[src/rtl/itemset_pkg.sv]
package itemset_pkg;
    parameter int N_ITEMS = 8;
    parameter int CAND    = 4;
    parameter int CNT_W   = 8;
    parameter int HIST    = 4;

    localparam int IDX_W  = (CAND > 1) ? $clog2(CAND) : 1;
    localparam int STEP_W = $clog2(HIST + 1);

    typedef logic [N_ITEMS-1:0] items_t;
    typedef logic [CNT_W-1:0]   sup_t;

    typedef enum logic [1:0] {PH_COUNT, PH_DRAIN, PH_REPL} phase_e;

    typedef struct packed {
        logic   vld;
        items_t bits;
    } beat_t;

    function automatic sup_t sat_inc(input sup_t s);
        return (s == {CNT_W{1'b1}}) ? s : s + 1'b1;
    endfunction
endpackage

[src/rtl/itemset_pe.sv]
module itemset_pe
    import itemset_pkg::*;
(
    input  logic   clk,
    input  logic   rst,
    input  beat_t  beat_in,
    output beat_t  beat_out,
    input  logic   wr_en,
    input  items_t wr_items,
    input  sup_t   wr_sup,
    output items_t items,
    output sup_t   sup
);
    logic hit;
    assign hit = beat_in.vld && (items != '0) && ((beat_in.bits & items) == items);

    always_ff @(posedge clk) begin
        if (rst) begin
            beat_out <= '0;
            items    <= '0;
            sup      <= '0;
        end else begin
            beat_out <= beat_in;
            if (wr_en) begin
                items <= wr_items;
                sup   <= wr_sup;
            end else if (hit) begin
                sup <= sat_inc(sup);
            end
        end
    end
endmodule

[src/rtl/itemset_min_sel.sv]
module itemset_min_sel
    import itemset_pkg::*;
(
    input  sup_t             sups [CAND],
    output logic [IDX_W-1:0] idx,
    output sup_t             minv
);
    always_comb begin
        minv = sups[0];
        idx  = '0;
        for (int k = 1; k < CAND; k++) begin
            if (sups[k] < minv) begin
                minv = sups[k];
                idx  = IDX_W'(k);
            end
        end
    end
endmodule

[src/rtl/itemset_item_cnt.sv]
module itemset_item_cnt
    import itemset_pkg::*;
(
    input  logic   clk,
    input  logic   rst,
    input  logic   accept,
    input  items_t txn,
    input  sup_t   thr_item,
    output items_t mask
);
    for (genvar i = 0; i < N_ITEMS; i++) begin : g_item
        sup_t cnt_q;
        always_ff @(posedge clk) begin
            if (rst)                  cnt_q <= '0;
            else if (accept && txn[i]) cnt_q <= sat_inc(cnt_q);
        end
        assign mask[i] = (cnt_q >= thr_item);
    end
endmodule

[src/rtl/itemset_miner.sv]
module itemset_miner
    import itemset_pkg::*;
(
    input  logic             clk,
    input  logic             rst,
    input  logic             in_valid,
    output logic             in_ready,
    input  logic [N_ITEMS-1:0] in_items,
    input  logic [CNT_W-1:0] thr_trans,
    input  logic [CNT_W-1:0] thr_item,
    input  logic [CNT_W-1:0] thr_repl,
    input  logic             load_en,
    input  logic [IDX_W-1:0] load_idx,
    input  logic [N_ITEMS-1:0] load_items,
    input  logic [CNT_W-1:0] load_sup,
    input  logic [IDX_W-1:0] rd_idx,
    output logic [N_ITEMS-1:0] rd_items,
    output logic [CNT_W-1:0] rd_sup
);
    phase_e            phase;
    sup_t              txn_cnt;
    logic [STEP_W-1:0] step;
    logic [STEP_W-1:0] limit;
    items_t            hist [HIST];
    items_t            hist_sel, cand_new, mask;
    items_t            items_a [CAND];
    sup_t              sup_a   [CAND];
    beat_t             chain   [CAND+1];
    logic [IDX_W-1:0]  victim;
    sup_t              min_sup;
    logic              accept, pipe_busy, dup, do_repl;
    logic [CNT_W:0]    cnt_nxt;

    assign in_ready = (phase == PH_COUNT);
    assign accept   = in_valid && in_ready;
    assign chain[0] = '{vld: accept, bits: in_items};
    assign cnt_nxt  = {1'b0, txn_cnt} + 1'b1;
    assign limit    = (thr_repl > CNT_W'(HIST)) ? STEP_W'(HIST) : thr_repl[STEP_W-1:0];

    for (genvar k = 0; k < CAND; k++) begin : g_pe
        logic   we;
        items_t wi;
        sup_t   ws;
        assign we = (load_en && load_idx == IDX_W'(k)) || (do_repl && victim == IDX_W'(k));
        assign wi = load_en ? load_items : cand_new;
        assign ws = load_en ? load_sup   : sat_inc(min_sup);
        itemset_pe u_pe (
            .clk(clk), .rst(rst),
            .beat_in(chain[k]), .beat_out(chain[k+1]),
            .wr_en(we), .wr_items(wi), .wr_sup(ws),
            .items(items_a[k]), .sup(sup_a[k])
        );
    end

    itemset_min_sel u_min (.sups(sup_a), .idx(victim), .minv(min_sup));

    itemset_item_cnt u_icnt (
        .clk(clk), .rst(rst), .accept(accept), .txn(in_items),
        .thr_item(thr_item), .mask(mask)
    );

    always_comb begin
        pipe_busy = 1'b0;
        for (int k = 1; k <= CAND; k++) pipe_busy = pipe_busy | chain[k].vld;
        hist_sel = '0;
        for (int i = 0; i < HIST; i++)
            if (step == STEP_W'(i)) hist_sel = hist[i];
        cand_new = hist_sel & mask;
        dup = 1'b0;
        for (int k = 0; k < CAND; k++)
            if (items_a[k] == cand_new) dup = 1'b1;
        do_repl = (phase == PH_REPL) && (step < limit) && (cand_new != '0) && !dup;
    end

    always_ff @(posedge clk) begin
        if (rst) begin
            for (int i = 0; i < HIST; i++) hist[i] <= '0;
        end else if (accept) begin
            hist[0] <= in_items;
            for (int i = 1; i < HIST; i++) hist[i] <= hist[i-1];
        end
    end

    always_ff @(posedge clk) begin
        if (rst) begin
            phase   <= PH_COUNT;
            txn_cnt <= '0;
            step    <= '0;
        end else begin
            unique case (phase)
                PH_COUNT: if (accept) begin
                    txn_cnt <= cnt_nxt[CNT_W-1:0];
                    if (cnt_nxt >= {1'b0, thr_trans}) phase <= PH_DRAIN;
                end
                PH_DRAIN: if (!pipe_busy) begin
                    phase <= PH_REPL;
                    step  <= '0;
                end
                PH_REPL: begin
                    if (step >= limit) begin
                        phase   <= PH_COUNT;
                        txn_cnt <= '0;
                    end else begin
                        step <= step + 1'b1;
                    end
                end
                default: phase <= PH_COUNT;
            endcase
        end
    end

    assign rd_items = items_a[rd_idx];
    assign rd_sup   = sup_a[rd_idx];
endmodule

[config.mk]
export PLATFORM = sky130hd
export DESIGN_NAME = itemset_miner
export DESIGN_NICKNAME = d
export VERILOG_FILES = /design/src/rtl/itemset_pkg.sv /design/src/rtl/itemset_pe.sv /design/src/rtl/itemset_min_sel.sv /design/src/rtl/itemset_item_cnt.sv /design/src/rtl/itemset_miner.sv
export SDC_FILE = /design/constraint.sdc
export NUM_CORES = 1
export LEC_CHECK = 0
export BUFFER_PORTS_ARGS = -buffer_cell sky130_fd_sc_hd__buf_2
export CAP_MARGIN = 25
export CORE_MARGIN = 2
export CORE_UTILIZATION = 45
export DETAILED_ROUTE_END_ITERATION = 8
export PLACE_DENSITY = 0.75
export SETUP_SLACK_MARGIN = 0.05
export SLEW_MARGIN = 20
export SYNTH_ARGS = -nofsm -noshare
export SYNTH_HDL_FRONTEND = slang
export SYNTH_SLANG_ARGS = --single-unit
[constraint.sdc]
create_clock -name clk -period 6.6 [get_ports clk]
set_input_delay 0.66 -clock clk [delete_from_list [all_inputs] [get_ports clk]]
set_output_delay 0.66 -clock clk [all_outputs]
set_load 0.03 [all_outputs]
# Word level (Yosys, flattened, before mapping)
# Memory sizes are Yosys's and may differ from the RTL's.
# Index checks and enable logic that the tools add are counted.
# word_totals
regBits	169
ram_bits	32
in_bits	56
out_inout_bits	17
wordCells	239
memories	1
# memory_table
name	depth	word_bits	rd	rd_ports_with_merged_regs	write_ports	line	source
hist	4	8	4	0	4	itemset_miner.sv:24	items_t hist [HIST];
# classes
n_addsub	15
n_lt_le_gt_ge	16
n_eq_ne	41
muxes	56
n_bitwise	21
reduce_logical	63
# ops
operator	count
$mux 8	32
$add 8x1->8 const B	13
$eq 8x8->1 const B	13
$eq 8x8->1	8
$ge 8x8->1	8
$and 8x8->8	5
$reduce_bool 8->1	5
$bmux 8 s2	2
$logic_and 1x1->1	28
$lt 8x8->1	3
$reduce_and 2->1	12
$pmux 8 s2	1
$ne 2x1->1 const B	7
$mux 2	6
$reduce_bool 2->1	6
$eq 2x2->1 const B	5
$mux 1	10
$add 8x1->9 const B	1
$ge 9x8->1	1
$mux 3	3
$gt 8x3->1 const B	1
$not 1->1	8
$or 1x1->1	7
$eq 2x1->1 const B	3
16 further kinds	24

# Longest topological paths before layout
# Gate-level depths: netlist of run 1.
# depth
word_depth	17
ltp_mapped	33
mapped_depth_nobuf	26

# Cells and area by module
# From an unflattened synthesis of run 1, not the netlist that was laid out.
# hier_totals
cells_unflattened	1620
hier_area_um2	14124.8
# modules_own_cells
module	n_inst	cells_each	area_each_um2	seq_area_each_um2
itemset_pe	4	134	1169.9	500.5
itemset_item_cnt	1	520	4366.7	1281.2
itemset_miner	1	454	4115.2	1221.2
itemset_min_sel	1	110	963.4	0.0

# Worst setup path before layout of run 1
# OpenSTA, ideal clock, no wires.
# synth_path
kind	register -> register
from	register g_pe[0].u_pe.sup[6]
to	register g_pe[3].u_pe.sup[0]
setup_time_ns	0.138
arrival_time_ns	6.559
required_ns	6.462
setup_slack_ns	-0.097
path_stages_with_launch	33
n_path_buf	7
synth_period_minus_slack_ns	6.697
path_cell_list	dfxtp_1 -> clkbuf_1 -> inv_1 -> ha_1 -> and3_1 -> o211ai_1 -> o21ai_2 -> buf_2 -> clkbuf_1 -> mux2_2 -> inv_1 -> ha_1 -> and4_1 -> and3_1 -> nand3_1 -> a31oi_1 -> nand2b_1 -> clkbuf_1 -> clkbuf_1 -> mux2i_1 -> ha_1 -> and4_1 -> and2_1 -> nor2b_1 -> and4_1 -> or3_1 -> o221ai_1 -> nand2_1 -> nor3_2 -> nand2b_1 -> buf_2 -> buf_6 -> a21oi_1
# synth_via
elab_chain_len	11
elab_cells_between_ends	20
cone_classes	1 x add/sub; 3 x order compare; 3 x eq/ne; 9 x mux; 4 x reduce/logical
# synth_lines
element	line	source
from (decl)	itemset_pe.sv:12	output sup_t sup
from (signal assigned)	itemset_pe.sv:26	sup <= wr_sup;
from (signal assigned)	itemset_pe.sv:28	sup <= sat_inc(sup);
branches (longest 11 deep; another with $lt 8x8->1)	--	
to (signal assigned)	itemset_pe.sv:26	
to (signal assigned)	itemset_pe.sv:28	
to (decl)	itemset_pe.sv:12	
# Several ways; the timed one is not identified.
# A chain may end at the register's enable or synchronous reset.

# Worst setup path in the final report of run 1
# layout_path
from	register g_pe[0].u_pe.sup[2]
to	register g_pe[1].u_pe.sup[3]
# layout_via
elab_chain_len	11
elab_cells_between_ends	20
cone_classes	1 x add/sub; 3 x order compare; 3 x eq/ne; 9 x mux; 4 x reduce/logical
# layout_lines
element	line
branches (longest 11 deep; another with $lt 8x8->1)	--
to (signal assigned)	itemset_pe.sv:26
to (signal assigned)	itemset_pe.sv:28
to (decl)	itemset_pe.sv:12
# Several ways; the timed one is not identified.

==> results of run 1 <==
[cells in the mapped netlist, types with 6 or more instances]
cell type | count | share of area [%]
dfxtp_1 | 169 | 26
nor2_1 | 144 | 4.1
a211oi_1 | 113 | 6.4
ha_1 | 110 | 10
nand2_1 | 98 | 2.8
inv_1 | 79 | 2.2
o21ai_0 | 64 | 2.4
clkbuf_1 | 60 | 1.7
a21oi_1 | 57 | 2.2
and3_1 | 56 | 2.6
xor2_1 | 45 | 3.0
nand4_1 | 43 | 2.0
xnor2_1 | 40 | 2.6
nor2b_1 | 36 | 1.7
nor3_1 | 33 | 1.2
edfxtp_1 | 32 | 7.3
nand3_1 | 30 | 1.1
or3_1 | 24 | 1.1
mux2i_1 | 22 | 1.7
a211oi_2 | 17 | 1.6
and2_1 | 16 | 0.76
mux4_2 | 16 | 2.7
a22oi_1 | 15 | 0.85
buf_2 | 15 | 0.57
a31oi_1 | 14 | 0.66
nand2b_1 | 12 | 0.57
o22ai_1 | 12 | 0.57
a21o_1 | 11 | 0.62
nor4_1 | 10 | 0.47
o31ai_1 | 10 | 0.57
a221o_1 | 9 | 0.68
o211ai_1 | 8 | 0.45
mux2_2 | 6 | 0.51
o221ai_1 | 6 | 0.40
or2_1 | 6 | 0.28
[worst max-delay path, stage by stage, from the launching register on]
cell and delay [ns]:
dfxtp_1 0.34, inv_1 0.09, ha_1 0.30, o21a_1 0.20, o211ai_1 0.38, o21ai_4 0.13
buf_4 0.17, buf_4 0.15, mux2i_1 0.12, buf_4 0.15, ha_1 0.27, and3_1 0.18
nand3_1 0.08, a31oi_1 0.23, nand2b_2 0.28, mux2i_1 0.23, ha_1 0.26, and4_1 0.21
and2_1 0.18, nor2b_1 0.13, and4_1 0.23, or3_1 0.37, o221ai_1 0.13, and2_1 0.29
buf_4 0.20, mux2i_1 0.09, mux2i_1 0.54, a211oi_1 0.17
[kinds of logic (layout without fill, tap and decap cells)]
| group | after synthesis | after routing | share of synthesized area (%) |
|---|---|---|---|
| AOI/OAI and AO/OA | 386 | 386 | 21.1 |
| muxes | 44 | 44 | 4.89 |
| adders and majority gates | 111 | 111 | 10.5 |
| buffers and inverters | 167 | 241 | 5.19 |
| xor gates and xnor gates | 85 | 85 | 5.62 |
| DFF | 201 | 201 | 32.8 |
| and+or+nand+nor | 525 | 525 | 20.0 |
[final timing paths]
check / startpoint / to / slack, ns / cells after the start
min reg2reg: g_pe[1].u_pe.beat_out[7]$_SDFF_PP0_ / g_pe[2].u_pe.beat_out[7]$_SDFF_PP0_ / 0.46 / 1
min: g_pe[1].u_pe.beat_out[7]$_SDFF_PP0_ / g_pe[2].u_pe.beat_out[7]$_SDFF_PP0_ / 0.46 / 1
max reg2reg: g_pe[0].u_pe.sup[2]$_SDFFE_PP0P_ / g_pe[1].u_pe.sup[3]$_SDFFE_PP0P_ / 0.33 / 27
max: g_pe[0].u_pe.sup[2]$_SDFFE_PP0P_ / g_pe[1].u_pe.sup[3]$_SDFFE_PP0P_ / 0.33 / 27
[final cells by class]
class / count / share of cell area [%]
inverters: 80 / 2.01
well taps: 384 / 3.22
flip-flops and latches: 201 / 29.1
clock buffers: 27 / 4.10
repair buffers: 123 / 4.98
multi-input cells: 1151 / 55.3
clock inverters: 11 / 1.22
[routing by layer]
layer  up-vias  share of wire (%)  GRT usage [%]  routed length [um]
li1       5745                  -              -                   -
met1      5796                 43           34.3               17100
met2       558                 46           41.0               18100
met3       105                8.2           4.29                3260
met4         0                3.2           9.02                1250
met5         -                  0              0                   0
[repair_timing]
action	CTS	global route
hold endpoints to repair	0	0
setup endpoints to repair	0	64
gates resized for setup	0	7
setup buffers	0	5
[stage by stage]
step	area (um2)	std cells	power (mW)	setup slack, ns	util [%]
floorplan	13200	1519	1.92	0.0550	-
global placement	14000	1932	2.19	0.338	48.7
detailed placement	14100	1933	2.21	0.208	48.7
CTS	14900	1971	3.56	0.175	51.5
global route	14900	1977	3.73	0.0165	51.7
finish	14900	1977	3.59	0.326	51.7
[state kept, by name (all words and copies together), names as in the netlist]
register             count
g_pe.u_pe.sup           32
u_icnt.g_item.cnt_q     64
txn_cnt                  8
phase                    2
hist                    32
step                     3
g_pe.u_pe.beat_out      28
g_pe.u_pe.items         32
[report_power, final]
part	switching, mW	internal [mW]	total (mW)	leakage, nW
sequential	0.0630	1.29	1.36	1.73
combinational	0.548	0.326	0.874	3.91
clock	0.507	0.852	1.36	0.389
==> reports/qor.yml, run 1 <==
run_status:
  status: "complete, no violations"
global_routing:
  grt_pass1_wl_mm: 63.1
  grt_pass1_vias: 11668
  grt_max_degree: 83
  antenna_found_initial: 1
  grt_overflow_total: 0
  grtUsageTotal_pct: 25.4
detailed_routing:
  ant_nets: 0
  dr.pass1.iters: 7
  drc: 0
  drtIter0Drc: 1322
  wl_mm: 39.7
  post_drt_wl_per_cell_um: 20.1
  vias: 12204
  via_per_inst: 6.17
floorplanning:
  die_h_um: 176
  die_width_um: 176
  core.rowCount: 62
  initial_core_util_pct: 45.9
  design.die.area_mm2: 0.0308
  core_area_mm2: 0.0289
  io_pins: 73
cells_and_area:
  layout_commonest_cell: "dfxtp_1"
  area_growth_pct: 12.7
  diodes: 0
  seq_area_mm2: 0.00434
  layout-drive-gt1-share_pct: 13.6
  fin_nets: 1745
  final_cell_mix: "dfxtp_1 (169), nor2_1 (143), a211oi_1 (113)"
  multiInputGateArea_mm2: 0.00826
  fillers: 2698
synth:
  ys_types: 71
  yosysSeqAreaShare_pct: 32.8
  synth_area_mm2: 0.0132
  synth_area_per_cell_um2: 8.72
  async_reset_ff_share_pct: 0
  synth_edf_count: 32
  synthCells: 1519
  syn_nets: 1685
  ys_ff_latch: 201
  ys.flop_type: "dfxtp_1"
  ys_warn_count: 0
timing:
  rsz0062_at_grt: "no"
  fin_crit_sh_pct: 95.1
  finalCriticalPeriod_ns: 6.27
  skew_ns: 0.00877
  slew_headroom_pct: 34.7
  tightest_slew_ns: 0.979
  finalSetupTns_ns: 0
  hold_violations: 0
  timing.hold.ws_ns: 0.464
  setup-violations-final: 0
  slew_viol_final: 0
  max_freq_mhz: 159
pwr:
  p_per_area_mw_per_mm2: 241
  power_leakage_nw: 6.03
  peakVddDrop_uv: 309
placed_design:
  hpwlAfterDp_mm: 29.0
  portBuffers: 72
  routabilityCongestion: 0.993
critical_path:
  end_kind: "register"
  crit_arrival_ns: 6.62
  critical_path_class: "reg -> reg"
  critical_path_peak_fanout: 11
  start_kind: "register"
  required_ns: 6.94
clock_network:
  cts_root_buffer: "clkbuf_16"
  htree_levels: 1
  cts_tree: "built"
  numCtsBuffers: 22
  numClockSinks: 201
  clk_pin_slew_ns: 0.06
  clockBufferDepth: 3
  clkLatencyLatePin_ns: 0.51
  holdBufCountCts: 0
run:
  drv_cap: 0
hold_path:
  hold_path.class: "reg -> reg"
Note: power is estimated with default switching activity, not from simulation.
==> run 2, diff against run 1 <==
--- a/config.mk
+++ b/config.mk
@@ -9,8 +9,9 @@
 export CAP_MARGIN = 25
 export CORE_MARGIN = 2
 export CORE_UTILIZATION = 45
+export CTS_BUF_LIST = sky130_fd_sc_hd__clkbuf_2
 export DETAILED_ROUTE_END_ITERATION = 8
-export PLACE_DENSITY = 0.75
+export PLACE_DENSITY = 0.73
 export SETUP_SLACK_MARGIN = 0.05
 export SLEW_MARGIN = 20
 export SYNTH_ARGS = -nofsm -noshare
==> run 2 against run 1 <==
Final cell count is 2.7% higher. First-iteration DRC count is 5.9% lower. Sequential cell count stayed put. Clock skew is 0.068 ns higher. Sequential power hardly changed. Global-route usage is 0.44 points lower. Setup slack better by 0.023 ns. Final area is 2.0% lower. Register-to-register slack better by 0.02 ns. Count of clock-buffer cells in the layout is 48 higher. Critical path type unchanged. Largest cell class unchanged. Highest routed layer unchanged.
==> reports/qor.yml, run 2 (synthesis results as in run 1) <==
cells_and_area:
  layout-drive-gt1-share_pct: 16.4
  largest_register: "u_icnt.g_item.cnt_q"
  fin_nets: 1775
  largest_reg_flops: 64
  area_growth_pct: 10.4
  fin_area_mm2: 0.0146
  final_cell_mix: "dfxtp_1 (168), nor2_1 (143), a211oi_1 (112)"
  final_util_pct: 50.7
  layout_commonest_cell: "dfxtp_1"
floorplanning:
  die_h_um: 176
  die_width_um: 176
  core.rowCount: 62
  initial_core_util_pct: 45.9
  io_pins: 73
  design.die.area_mm2: 0.0308
  core_area_mm2: 0.0289
global_routing:
  met3_usage_pct: 4.61
  grtUsageTotal_pct: 24.9
  antenna_found_initial: 1
  use_met2_pct: 38.6
  grt_overflow_total: 0
  grt_pass1_wl_mm: 61.8
  grt_pass1_vias: 11740
  grt_max_degree: 99
  met1_usage_pct: 33.5
  top_usage_layer: "met2"
hold_path:
  hold_path.class: "in -> reg"
detailed_routing:
  ant_nets: 0
  drc: 0
  via_per_inst: 6.13
  vias: 12454
  drtIter0Drc: 1244
  wl_mm: 39.4
  dr.pass1.iters: 7
  post_drt_wl_per_cell_um: 19.4
pwr:
  seqPwrFrac_pct: 44.0
  combinationalPowerShare_pct: 28.1
  power_leakage_nw: 6.02
  p_sw_share_pct: 36.6
  peakVddDrop_uv: 110
  switching_power_mw: 1.13
  clock_power_share_pct: 27.9
  p_per_area_mw_per_mm2: 211
  intPower_mw: 1.95
critical_path:
  end_kind: "register"
  critPathCapture: "g_pe[0].u_pe.sup[6]$_SDFFE_PP0P_"
  rrSetupSlack_ns: 0.35
  reg2regPathDepth: 25
  startpoint: "g_pe[0].u_pe.sup[7]$_SDFFE_PP0P_"
  required_ns: 7.33
  critical_path_peak_fanout: 11
  rr_startpoint: "g_pe[0].u_pe.sup[7]$_SDFFE_PP0P_"
  critical_path_class: "reg -> reg"
  r2r_end: "g_pe[0].u_pe.sup[6]$_SDFFE_PP0P_"
  crit_arrival_ns: 6.98
  start_kind: "register"
timing:
  tightest_slew_ns: 0.844
  slew_headroom_pct: 43.7
  setup_ws_ns: 0.349
  max_freq_mhz: 160
  fin_crit_sh_pct: 94.7
  slew_viol_final: 0
  timing.hold.ws_ns: 0.150
  setup-violations-final: 0
  skew_ns: 0.0765
  finalCriticalPeriod_ns: 6.25
  rsz0062_at_grt: "no"
  hold_violations: 0
placed_design:
  hpwlAfterDp_mm: 28.3
  portBuffers: 72
  post-place-ws_ns: -0.0232
  routabilityCongestion: 0.985
  place_area_mm2: 0.0141
clock_network:
  clk_pin_slew_ns: 0.12
  numCtsBuffers: 49
  cts_root_buffer: "clkbuf_2"
  clkLatencyLatePin_ns: 0.84
  holdBufCountCts: 0
  htree_levels: 2
  numClockSinks: 201
  cts_tree: "built"
  clockBufferDepth: 3
run_status:
  status: "complete, no violations"
run:
  drv_cap: 0
-- run 2: cell count changes in the layout (fill, tap and decap cells not counted), sizes merged --
| cell | previous run | this run |
|---|---|---|
| clkinv | 5 | 8 |
| buf | 123 | 124 |
| clkbuf | 27 | 76 |
| diode | 0 | 1 |
| bufinv | 5 | 1 |
| inv | 81 | 82 |
| clkinvlp | 0 | 1 |
| o21ai | 66 | 67 |
-- run 2: worst max-delay path, cell delays in order (launching register included) --
cell and delay, ns:
dfxtp_2 0.39, inv_1 0.09, ha_1 0.33, and3_1 0.19, o211ai_1 0.20, o21ai_4 0.30, mux2_2 0.39, inv_1 0.06
ha_1 0.23, and4_1 0.21, and3_1 0.19, a31oi_1 0.27, a31oi_4 0.08, nand2b_4 0.23, o21ai_0 0.21, ha_1 0.27
and4_1 0.22, and2_1 0.18, nor2b_1 0.13, and4_1 0.23, or3_1 0.38, o221ai_1 0.14, nand2_2 0.25, o41ai_1 0.48
a21oi_1 0.22, a211oi_1 0.28
-- run 2: power groups by stage --
stage          Clock, mW  Combinational (mW)  Sequential (mW)
2_1_floorplan          0               0.566             1.36
3_3_place_gp           0               0.788             1.38
3_5_place_dp           0               0.806             1.38
5_1_grt            0.944               0.929             1.36
6_report           0.859               0.864             1.36
4_1_cts            0.881               0.814             1.35
-- run 2: cell type report --
class / count / area (um2)
well taps: 384 / 480
fillers: 2774 / 14200
multi-input cells: 1152 / 8280
repair buffers: 125 / 759
flip-flops and latches: 201 / 4350
clock buffers: 75 / 375
diodes: 1 / 2.50
clock inverters: 12 / 76.3
inverters: 80 / 300
-- run 2: worst min-delay path by stage --
stage | from | end | slack [ns] | depth (start not counted)
floorplan | g_pe[0].u_pe.beat_out[5]$_SDFF_PP0_ | g_pe[1].u_pe.beat_out[5]$_SDFF_PP0_ | 0.41 | 2
global placement | g_pe[1].u_pe.beat_out[5]$_SDFF_PP0_ | g_pe[2].u_pe.beat_out[5]$_SDFF_PP0_ | 0.44 | 1
detailed placement | g_pe[1].u_pe.beat_out[5]$_SDFF_PP0_ | g_pe[2].u_pe.beat_out[5]$_SDFF_PP0_ | 0.45 | 1
CTS | in_items[4] | g_pe[0].u_pe.beat_out[4]$_SDFF_PP0_ | 0.1 | 3
global route | in_items[7] | g_pe[0].u_pe.beat_out[7]$_SDFF_PP0_ | 0.09 | 2
finish | in_items[4] | g_pe[0].u_pe.beat_out[4]$_SDFF_PP0_ | 0.15 | 3
-- run 2: metal layers --
layer,up-vias,wire (um)
li1,5845,-
met5,-,0
met1,5877,16900
met4,0,1600
met3,130,3490
met2,602,17400
-- run 2: what timing repair did --
item,in CTS,in global routing
setup endpoints to repair,28,64
buffers inserted,0,3
resized for setup,2,9
pin swaps,0,2
cloned,0,1
-- run 2: per-stage QoR --
step	setup TNS [ns]	power, mW	instances
2_1_floorplan	0	1.92	1519
5_1_grt	0	3.23	2030
3_5_place_dp	-0.0446	2.19	1937
3_3_place_gp	0	2.17	1936
4_1_cts	0	3.05	2024
6_report	0	3.08	2030
